$ cat src/rtl/i2cspi_pkg.sv
package i2cspi_pkg;

  typedef enum logic [2:0] {
    S_IDLE,
    S_RX,
    S_ACK0,
    S_ACK1,
    S_TX,
    S_MACK
  } pstate_t;

  typedef enum logic [1:0] {
    PH_ADDR,
    PH_FUNC,
    PH_DATA
  } phase_t;

  localparam logic [7:0] FUNC_CFG = 8'hF0;

endpackage

$ cat src/rtl/i2cspi_linesync.sv
module i2cspi_linesync (
  input  logic clk,
  input  logic rst,
  input  logic scl_i,
  input  logic sda_i,
  output logic sda_o,
  output logic scl_rise_o,
  output logic scl_fall_o,
  output logic start_o,
  output logic stop_o
);

  logic scl_m, scl_s, scl_p;
  logic sda_m, sda_s, sda_p;

  always_ff @(posedge clk) begin
    if (rst) begin
      scl_m <= 1'b1; scl_s <= 1'b1; scl_p <= 1'b1;
      sda_m <= 1'b1; sda_s <= 1'b1; sda_p <= 1'b1;
    end else begin
      scl_m <= scl_i; scl_s <= scl_m; scl_p <= scl_s;
      sda_m <= sda_i; sda_s <= sda_m; sda_p <= sda_s;
    end
  end

  assign sda_o      = sda_s;
  assign scl_rise_o = scl_s & ~scl_p;
  assign scl_fall_o = ~scl_s & scl_p;
  assign start_o    = scl_s & scl_p & sda_p & ~sda_s;
  assign stop_o     = scl_s & scl_p & ~sda_p & sda_s;

endmodule

$ cat src/rtl/i2cspi_buf.sv
module i2cspi_buf #(
  parameter int DEPTH = 200,
  parameter int AW    = 8
) (
  input  logic          clk,
  input  logic          rst,
  input  logic          we,
  input  logic [AW-1:0] waddr,
  input  logic [7:0]    wdata,
  input  logic [AW-1:0] raddr,
  output logic [7:0]    rdata
);

  logic [7:0] mem [DEPTH];

  always_ff @(posedge clk) begin
    if (we) mem[waddr] <= wdata;
    rdata <= mem[raddr];
  end

  // no store lands outside the buffer
  p_wr_in_range_r6: assert property (@(posedge clk) disable iff (rst)
    we |-> (waddr < AW'(DEPTH)));

endmodule

$ cat src/rtl/i2cspi_proto.sv
module i2cspi_proto
  import i2cspi_pkg::*;
#(
  parameter int         DEPTH    = 200,
  parameter int         NUM_CS   = 4,
  parameter logic [6:0] DEV_ADDR = 7'h28,
  parameter int         AW       = 8,
  parameter int         CW       = 8
) (
  input  logic              clk,
  input  logic              rst,
  input  logic              sda_s,
  input  logic              scl_rise,
  input  logic              scl_fall,
  input  logic              start_det,
  input  logic              stop_det,
  input  logic              xfer_done_i,
  input  logic [7:0]        rdata_i,
  output logic              sda_oe_o,
  output logic              wr_en_o,
  output logic [AW-1:0]     wr_addr_o,
  output logic [7:0]        wr_data_o,
  output logic [AW-1:0]     rd_ptr_o,
  output logic              busy_o,
  output logic              xfer_start_o,
  output logic [CW-1:0]     xfer_len_o,
  output logic [NUM_CS-1:0] cs_sel_o,
  output logic [7:0]        cfg_o
);

  pstate_t       state;
  phase_t        phase;
  logic [7:0]    shreg;
  logic [2:0]    bitcnt;
  logic          ack_r;
  logic          mack_r;
  logic          is_read;
  logic [7:0]    func_r;
  logic          launch_ok;
  logic          cfg_taken;
  logic [CW-1:0] wcount;

  logic [7:0] nb;
  logic       nb_cs_ok;
  logic       fn_cs_ok;

  assign nb       = {shreg[6:0], sda_s};
  assign nb_cs_ok = ((nb >> NUM_CS) == 8'd0) && (nb[NUM_CS-1:0] != '0);
  assign fn_cs_ok = ((func_r >> NUM_CS) == 8'd0) && (func_r[NUM_CS-1:0] != '0);

  always_ff @(posedge clk) begin
    if (rst) begin
      state        <= S_IDLE;
      phase        <= PH_ADDR;
      shreg        <= 8'd0;
      bitcnt       <= 3'd0;
      ack_r        <= 1'b0;
      mack_r       <= 1'b0;
      is_read      <= 1'b0;
      func_r       <= 8'd0;
      launch_ok    <= 1'b0;
      cfg_taken    <= 1'b0;
      wcount       <= '0;
      sda_oe_o     <= 1'b0;
      wr_en_o      <= 1'b0;
      wr_addr_o    <= '0;
      wr_data_o    <= 8'd0;
      rd_ptr_o     <= '0;
      busy_o       <= 1'b0;
      xfer_start_o <= 1'b0;
      xfer_len_o   <= '0;
      cs_sel_o     <= '0;
      cfg_o        <= 8'd0;
    end else begin
      wr_en_o      <= 1'b0;
      xfer_start_o <= 1'b0;
      if (xfer_done_i) busy_o <= 1'b0;

      if (start_det) begin
        state     <= S_RX;
        phase     <= PH_ADDR;
        bitcnt    <= 3'd0;
        sda_oe_o  <= 1'b0;
        rd_ptr_o  <= '0;
        launch_ok <= 1'b0;
      end else if (stop_det) begin
        state     <= S_IDLE;
        sda_oe_o  <= 1'b0;
        launch_ok <= 1'b0;
        if (launch_ok && wcount != '0) begin
          xfer_start_o <= 1'b1;
          busy_o       <= 1'b1;
          xfer_len_o   <= wcount;
          cs_sel_o     <= func_r[NUM_CS-1:0];
        end
      end else begin
        unique case (state)
          S_RX: if (scl_rise) begin
            shreg  <= nb;
            bitcnt <= bitcnt + 3'd1;
            if (bitcnt == 3'd7) begin
              state <= S_ACK0;
              ack_r <= 1'b0;
              unique case (phase)
                PH_ADDR: if (nb[7:1] == DEV_ADDR && !busy_o) begin
                  ack_r   <= 1'b1;
                  is_read <= nb[0];
                  if (!nb[0]) begin
                    wcount    <= '0;
                    cfg_taken <= 1'b0;
                  end
                end
                PH_FUNC: begin
                  ack_r     <= 1'b1;
                  func_r    <= nb;
                  launch_ok <= nb_cs_ok;
                end
                default: begin
                  if (func_r == FUNC_CFG) begin
                    if (!cfg_taken) begin
                      cfg_o     <= nb;
                      cfg_taken <= 1'b1;
                      ack_r     <= 1'b1;
                    end
                  end else if (fn_cs_ok && wcount < CW'(DEPTH)) begin
                    wr_en_o   <= 1'b1;
                    wr_addr_o <= wcount[AW-1:0];
                    wr_data_o <= nb;
                    wcount    <= wcount + CW'(1);
                    ack_r     <= 1'b1;
                  end
                end
              endcase
            end
          end
          S_ACK0: if (scl_fall) begin
            if (ack_r) begin
              sda_oe_o <= 1'b1;
              state    <= S_ACK1;
            end else begin
              state <= S_IDLE;
            end
          end
          S_ACK1: if (scl_fall) begin
            bitcnt <= 3'd0;
            phase  <= (phase == PH_ADDR) ? PH_FUNC : PH_DATA;
            if (phase == PH_ADDR && is_read) begin
              shreg    <= rdata_i;
              sda_oe_o <= ~rdata_i[7];
              state    <= S_TX;
            end else begin
              sda_oe_o <= 1'b0;
              state    <= S_RX;
            end
          end
          S_TX: if (scl_fall) begin
            if (bitcnt == 3'd7) begin
              sda_oe_o <= 1'b0;
              state    <= S_MACK;
            end else begin
              sda_oe_o <= ~shreg[6];
              shreg    <= {shreg[6:0], 1'b0};
              bitcnt   <= bitcnt + 3'd1;
            end
          end
          S_MACK: begin
            if (scl_rise) begin
              mack_r <= ~sda_s;
              if (!sda_s && rd_ptr_o != AW'(DEPTH - 1))
                rd_ptr_o <= rd_ptr_o + AW'(1);
            end
            if (scl_fall) begin
              if (mack_r) begin
                shreg    <= rdata_i;
                sda_oe_o <= ~rdata_i[7];
                bitcnt   <= 3'd0;
                state    <= S_TX;
              end else begin
                state <= S_IDLE;
              end
            end
          end
          default: ;
        endcase
      end
    end
  end

  // stored count never passes the buffer size
  p_no_overflow_r6: assert property (@(posedge clk) disable iff (rst)
    wcount <= CW'(DEPTH));

  // the address is never acknowledged during a burst
  p_addr_refused_busy_r2: assert property (@(posedge clk) disable iff (rst)
    (state == S_ACK1 && phase == PH_ADDR) |-> !busy_o);

  // a launch always carries data and a selected line
  p_launch_fields_r3: assert property (@(posedge clk) disable iff (rst)
    xfer_start_o |-> (xfer_len_o != '0 && cs_sel_o != '0));

  // busy accompanies every launch
  p_busy_with_start_r9: assert property (@(posedge clk) disable iff (rst)
    xfer_start_o |-> busy_o);

  // configuration moves only on a configuration data byte
  p_cfg_source_r4: assert property (@(posedge clk) disable iff (rst)
    !$stable(cfg_o) |-> $past(phase == PH_DATA && func_r == FUNC_CFG));

  // STOP with nothing stored launches nothing
  p_no_empty_burst_r10: assert property (@(posedge clk) disable iff (rst)
    (stop_det && wcount == '0) |=> !xfer_start_o);

  // the line is released while idle
  p_idle_released_r11: assert property (@(posedge clk) disable iff (rst)
    (state == S_IDLE) |-> !sda_oe_o);

endmodule

$ cat src/rtl/i2cspi_bridge.sv
module i2cspi_bridge #(
  parameter int         DEPTH    = 200,
  parameter int         NUM_CS   = 4,
  parameter logic [6:0] DEV_ADDR = 7'h28,
  localparam int        AW       = $clog2(DEPTH),
  localparam int        CW       = $clog2(DEPTH + 1)
) (
  input  logic              clk,
  input  logic              rst,
  input  logic              scl_i,
  input  logic              sda_i,
  output logic              sda_oe_o,
  output logic              xfer_start_o,
  output logic [CW-1:0]     xfer_len_o,
  output logic [NUM_CS-1:0] cs_sel_o,
  output logic [7:0]        cfg_o,
  output logic              busy_o,
  input  logic              xfer_done_i,
  input  logic [AW-1:0]     eng_addr_i,
  input  logic [7:0]        eng_wdata_i,
  input  logic              eng_we_i,
  output logic [7:0]        eng_rdata_o
);

  logic sda_s, scl_rise, scl_fall, start_det, stop_det;
  logic          p_wr_en;
  logic [AW-1:0] p_wr_addr;
  logic [7:0]    p_wr_data;
  logic [AW-1:0] p_rd_ptr;
  logic          m_we;
  logic [AW-1:0] m_waddr, m_raddr;
  logic [7:0]    m_wdata, m_rdata;

  i2cspi_linesync u_sync (
    .clk        (clk),
    .rst        (rst),
    .scl_i      (scl_i),
    .sda_i      (sda_i),
    .sda_o      (sda_s),
    .scl_rise_o (scl_rise),
    .scl_fall_o (scl_fall),
    .start_o    (start_det),
    .stop_o     (stop_det)
  );

  i2cspi_proto #(
    .DEPTH    (DEPTH),
    .NUM_CS   (NUM_CS),
    .DEV_ADDR (DEV_ADDR),
    .AW       (AW),
    .CW       (CW)
  ) u_proto (
    .clk          (clk),
    .rst          (rst),
    .sda_s        (sda_s),
    .scl_rise     (scl_rise),
    .scl_fall     (scl_fall),
    .start_det    (start_det),
    .stop_det     (stop_det),
    .xfer_done_i  (xfer_done_i),
    .rdata_i      (m_rdata),
    .sda_oe_o     (sda_oe_o),
    .wr_en_o      (p_wr_en),
    .wr_addr_o    (p_wr_addr),
    .wr_data_o    (p_wr_data),
    .rd_ptr_o     (p_rd_ptr),
    .busy_o       (busy_o),
    .xfer_start_o (xfer_start_o),
    .xfer_len_o   (xfer_len_o),
    .cs_sel_o     (cs_sel_o),
    .cfg_o        (cfg_o)
  );

  // The engine owns the buffer only while a burst runs
  always_comb begin
    if (busy_o) begin
      m_we    = eng_we_i;
      m_waddr = eng_addr_i;
      m_wdata = eng_wdata_i;
      m_raddr = eng_addr_i;
    end else begin
      m_we    = p_wr_en;
      m_waddr = p_wr_addr;
      m_wdata = p_wr_data;
      m_raddr = p_rd_ptr;
    end
  end

  i2cspi_buf #(
    .DEPTH (DEPTH),
    .AW    (AW)
  ) u_buf (
    .clk   (clk),
    .rst   (rst),
    .we    (m_we),
    .waddr (m_waddr),
    .wdata (m_wdata),
    .raddr (m_raddr),
    .rdata (m_rdata)
  );

  assign eng_rdata_o = m_rdata;

endmodule

$ cat config.mk
export PLATFORM = sky130hd
export DESIGN_NAME = i2cspi_bridge
export DESIGN_NICKNAME = d
export VERILOG_FILES = /design/src/rtl/i2cspi_pkg.sv /design/src/rtl/i2cspi_linesync.sv /design/src/rtl/i2cspi_buf.sv /design/src/rtl/i2cspi_proto.sv /design/src/rtl/i2cspi_bridge.sv
export SDC_FILE = /design/constraint.sdc
export NUM_CORES = 2
export LEC_CHECK = 0
export CELL_PAD_IN_SITES_DETAIL_PLACEMENT = 1
export CELL_PAD_IN_SITES_GLOBAL_PLACEMENT = 1
export CORE_MARGIN = 8
export CORE_UTILIZATION = 53
export DETAILED_ROUTE_END_ITERATION = 16
export DONT_BUFFER_PORTS = 1
export GPL_ROUTABILITY_DRIVEN = 0
export HOLD_SLACK_MARGIN = 0.03
export PLACE_DENSITY_LB_ADDON = 0.1
export SLEW_MARGIN = 20
export SYNTH_ARGS = -nofsm -noshare
export SYNTH_HDL_FRONTEND = slang
export SYNTH_SLANG_ARGS = --single-unit
$ cat constraint.sdc
create_clock -name clk -period 4.9 [get_ports clk]
set_input_delay 0.49 -clock clk [delete_from_list [all_inputs] [get_ports clk]]
set_output_delay 0.49 -clock clk [all_outputs]
set_load 0.02 [all_outputs]
==> results.yml <==
run_status:
  outcome: "finished clean"
grt:
  grt_pass1_vias: 44500
  antenna_found_initial: 11
  grt_max_degree: 148
  grtUsageTotal_pct: 29.1
  grt_overflow: 0
  grt_pass1_wl_um: 305000
worst_setup_path:
  cp.required_ns: 5.62
  crit_cells: 10
  slowest_delay_ns: 0.76
  crit_chain: "buf_4 > mux2_8 > buf_4 > nand2_1 > and3_1 > a31oi_1 > o22ai_1 > o21ai_0 > nand4_1 > o21ai_1"
  crit_family: "compound AO/OA/AOI/OAI gates"
  crit_path_frequent_cell: "buf_4"
  critPathCaptureType: "flip-flop"
  cpMaxStageDelayCell: "mux2_8"
  reg2reg_depth: 10
  path_class: "flip-flop to flip-flop"
  path_max_fanout: 91
  crit_buf_inv: 2
  worstPathArrival_ns: 5.05
  cp-start-kind: "flip-flop"
power_and_ir_drop:
  power_density_mw_per_mm2: 373
  p_leak_nw: 25.0
  power_mw: 28.4
  peakVddDrop_mv: 0.399
clock_network:
  htree_levels: 4
  clkTransAtPathRegs_ns: 0.06
  clk_latency_ns: 0.81
  postCtsResizedCells: 0
  clkSinkCount: 1698
  cts_buffers: 174
  cts_root_buf: "clkbuf_16"
  cts_tree: "built"
  cts.path.max_buffers: 3
timing:
  fmax_ghz: 0.231
  tightest_slew_ns: 1.17
  fin_crit_sh_pct: 88.3
  fin_crit_ns: 4.33
  setup_viol: 0
  drv_slew: 0
  fin_ws_ns: 0.572
  max_slew_margin_pct: 22.3
  skew_ns: 0.0194
  fin_tns_setup_ns: 0
  hold_violations: 0
  grt_setup_unrepaired: "false"
  holdWs_ns: 0.281
logic_synthesis:
  synth-edff-count: 1600
  synth-seq-cells: 1698
  synthCells: 5077
  syn_area_per_cell_um2: 13.5
  ys_seq_area_share_pct: 72.8
  ys_warn_count: 0
  syn_area_mm2: 0.0687
  syn-num-nets: 5105
  synth_flop_cell: "edfxtp_1"
  synth.distinct_cells: 72
  async_flop_share_pct: 0
placement:
  post-place-ws_ns: 0.637
  place_inst: 6643
  dpl_cell_area_mm2: 0.0708
  dp_hpwl_um: 126000
  io_buffers: 0
layout:
  drive_above_1_share_pct: 8.96
  post-route-util_pct: 59.1
  fin_area_mm2: 0.0763
  nets: 5111
  largest-register: "u_buf.mem"
  largest_reg_flops: 1600
  nFillCells: 12200
  area_growth_pct: 11.1
  final_cells: 6971
floorplanning:
  coreArea_mm2: 0.129
  fp.dieArea_mm2: 0.141
  start_util_pct: 53.2
  die_w_um: 376
  die_h_um: 376
  io_pins: 53
  core.rowCount: 132
route:
  ant_nets: 0
  drt_wl_total_um: 210000
  drt_first_pass_iters: 5
  wire_per_inst_um: 30.1
  vias_per_cell: 6.33
  via_count: 44100
  drc: 0
  drt_iter0_markers: 4934
min_path:
  holdPathStages: 3
  worstHoldPathType: "input pin to flip-flop"
job:
  cap_violations: 0
## layout make-up
class,instances,area [µm²],area share (%)
antenna,6,15.0,0.0197
clock buffer,227,4630,6.07
clock inverter,89,758,0.994
inverter,25,93.8,0.123
multi-input combinational,3032,17000,22.3
sequential,1698,50000,65.6
tap,1742,2180,2.86
timing repair buffer,152,1540,2.01
## cell usage after synthesis (all sizes together) (16+ instances only)
cell type / count / area (µm²)
edfxtp: 1600 / 48000
nand2: 1094 / 4110
nand3: 530 / 2660
nor2: 304 / 1160
mux2i: 303 / 3060
buf: 227 / 1380
a21oi: 178 / 891
dfxtp: 98 / 1960
clkbuf: 95 / 357
o221ai: 92 / 806
o21ai: 67 / 335
and3: 64 / 400
a31oi: 63 / 394
o22ai: 48 / 300
nor3: 30 / 155
a311oi: 29 / 304
inv: 25 / 93.8
mux4: 25 / 563
a211oi: 21 / 158
nor4: 20 / 131
nand4: 16 / 106
## logic make-up after synthesis
kind of cell | Yosys count | share of synthesized area, %
simple gates | 2112 | 13.2
flops | 1698 | 72.8
compound gates | 560 | 5.52
buf+inv | 347 | 2.67
mux | 342 | 5.51
xor+xnor | 12 | 0.153
fa+ha+maj | 6 | 0.109
## path summary, 6_finish.rpt
kind                       start                 to  slack, ns
setup / recovery  u_proto.busy_o     u_buf.rdata[7]       0.57
hold / removal     eng_addr_i[3]  u_buf.mem[151][0]       0.28
setup reg to reg  u_proto.busy_o     u_buf.rdata[7]       0.57
hold reg to reg     u_sync.scl_m       u_sync.scl_s       0.42
## report_power, final
group / internal, mW / switching (mW) / leakage, nW / total, mW
combinational: 0.0122 / 0.0230 / 6.78 / 0.0352
sequential: 15.6 / 0.00339 / 15.6 / 15.6
clock: 7.19 / 5.56 / 2.64 / 12.8
## per-layer routing
layer / vias to the layer above / wire length, µm / track usage [%]
li1: 18900 / - / -
met1: 22900 / 86700 / 40.2
met2: 1845 / 98000 / 45.9
met3: 404 / 16800 / 5.91
met4: 4 / 8230 / 10.9
met5: - / 27 / 0
## worst min-delay path, stage by stage
cell and delay [ns]:
o32a_1 0.16, nor3_1 0.07, buf_4 0.18
## placed cells by master (no fill, tap or decap), types with 8 or more instances in the layout
| cell | instances |
|---|---|
| a311oi_1 | 21 |
| bufinv_16 | 10 |
| a311o_1 | 8 |
| clkbuf_1 | 49 |
| nor2_1 | 298 |
| edfxtp_1 | 1600 |
| buf_4 | 117 |
| o32ai_1 | 11 |
| and3_1 | 64 |
| and2_1 | 10 |
| or3_1 | 12 |
| nand2_1 | 1092 |
| a211oi_1 | 21 |
| o22ai_1 | 48 |
| nor4_1 | 19 |
| o221ai_1 | 92 |
| a21oi_1 | 177 |
| nand2b_1 | 10 |
| mux2_8 | 10 |
| mux4_2 | 25 |
| clkbuf_16 | 177 |
| buf_12 | 29 |
| clkinv_2 | 28 |
| a32oi_1 | 9 |
| nor3_1 | 28 |
| mux2i_1 | 299 |
| o21ai_1 | 14 |
| a31oi_1 | 63 |
| o21ai_0 | 52 |
| a311oi_2 | 8 |
| dfxtp_1 | 97 |
| nand4_1 | 15 |
| inv_1 | 25 |
| inv_6 | 8 |
| clkinv_1 | 35 |
| nand3_1 | 529 |
## repair_timing
item                      in CTS  in global routing
hold buffers                   6                  0
hold endpoints to repair      63                  0
setup buffers                  0                  0
(Power assumes the default switching activity.)
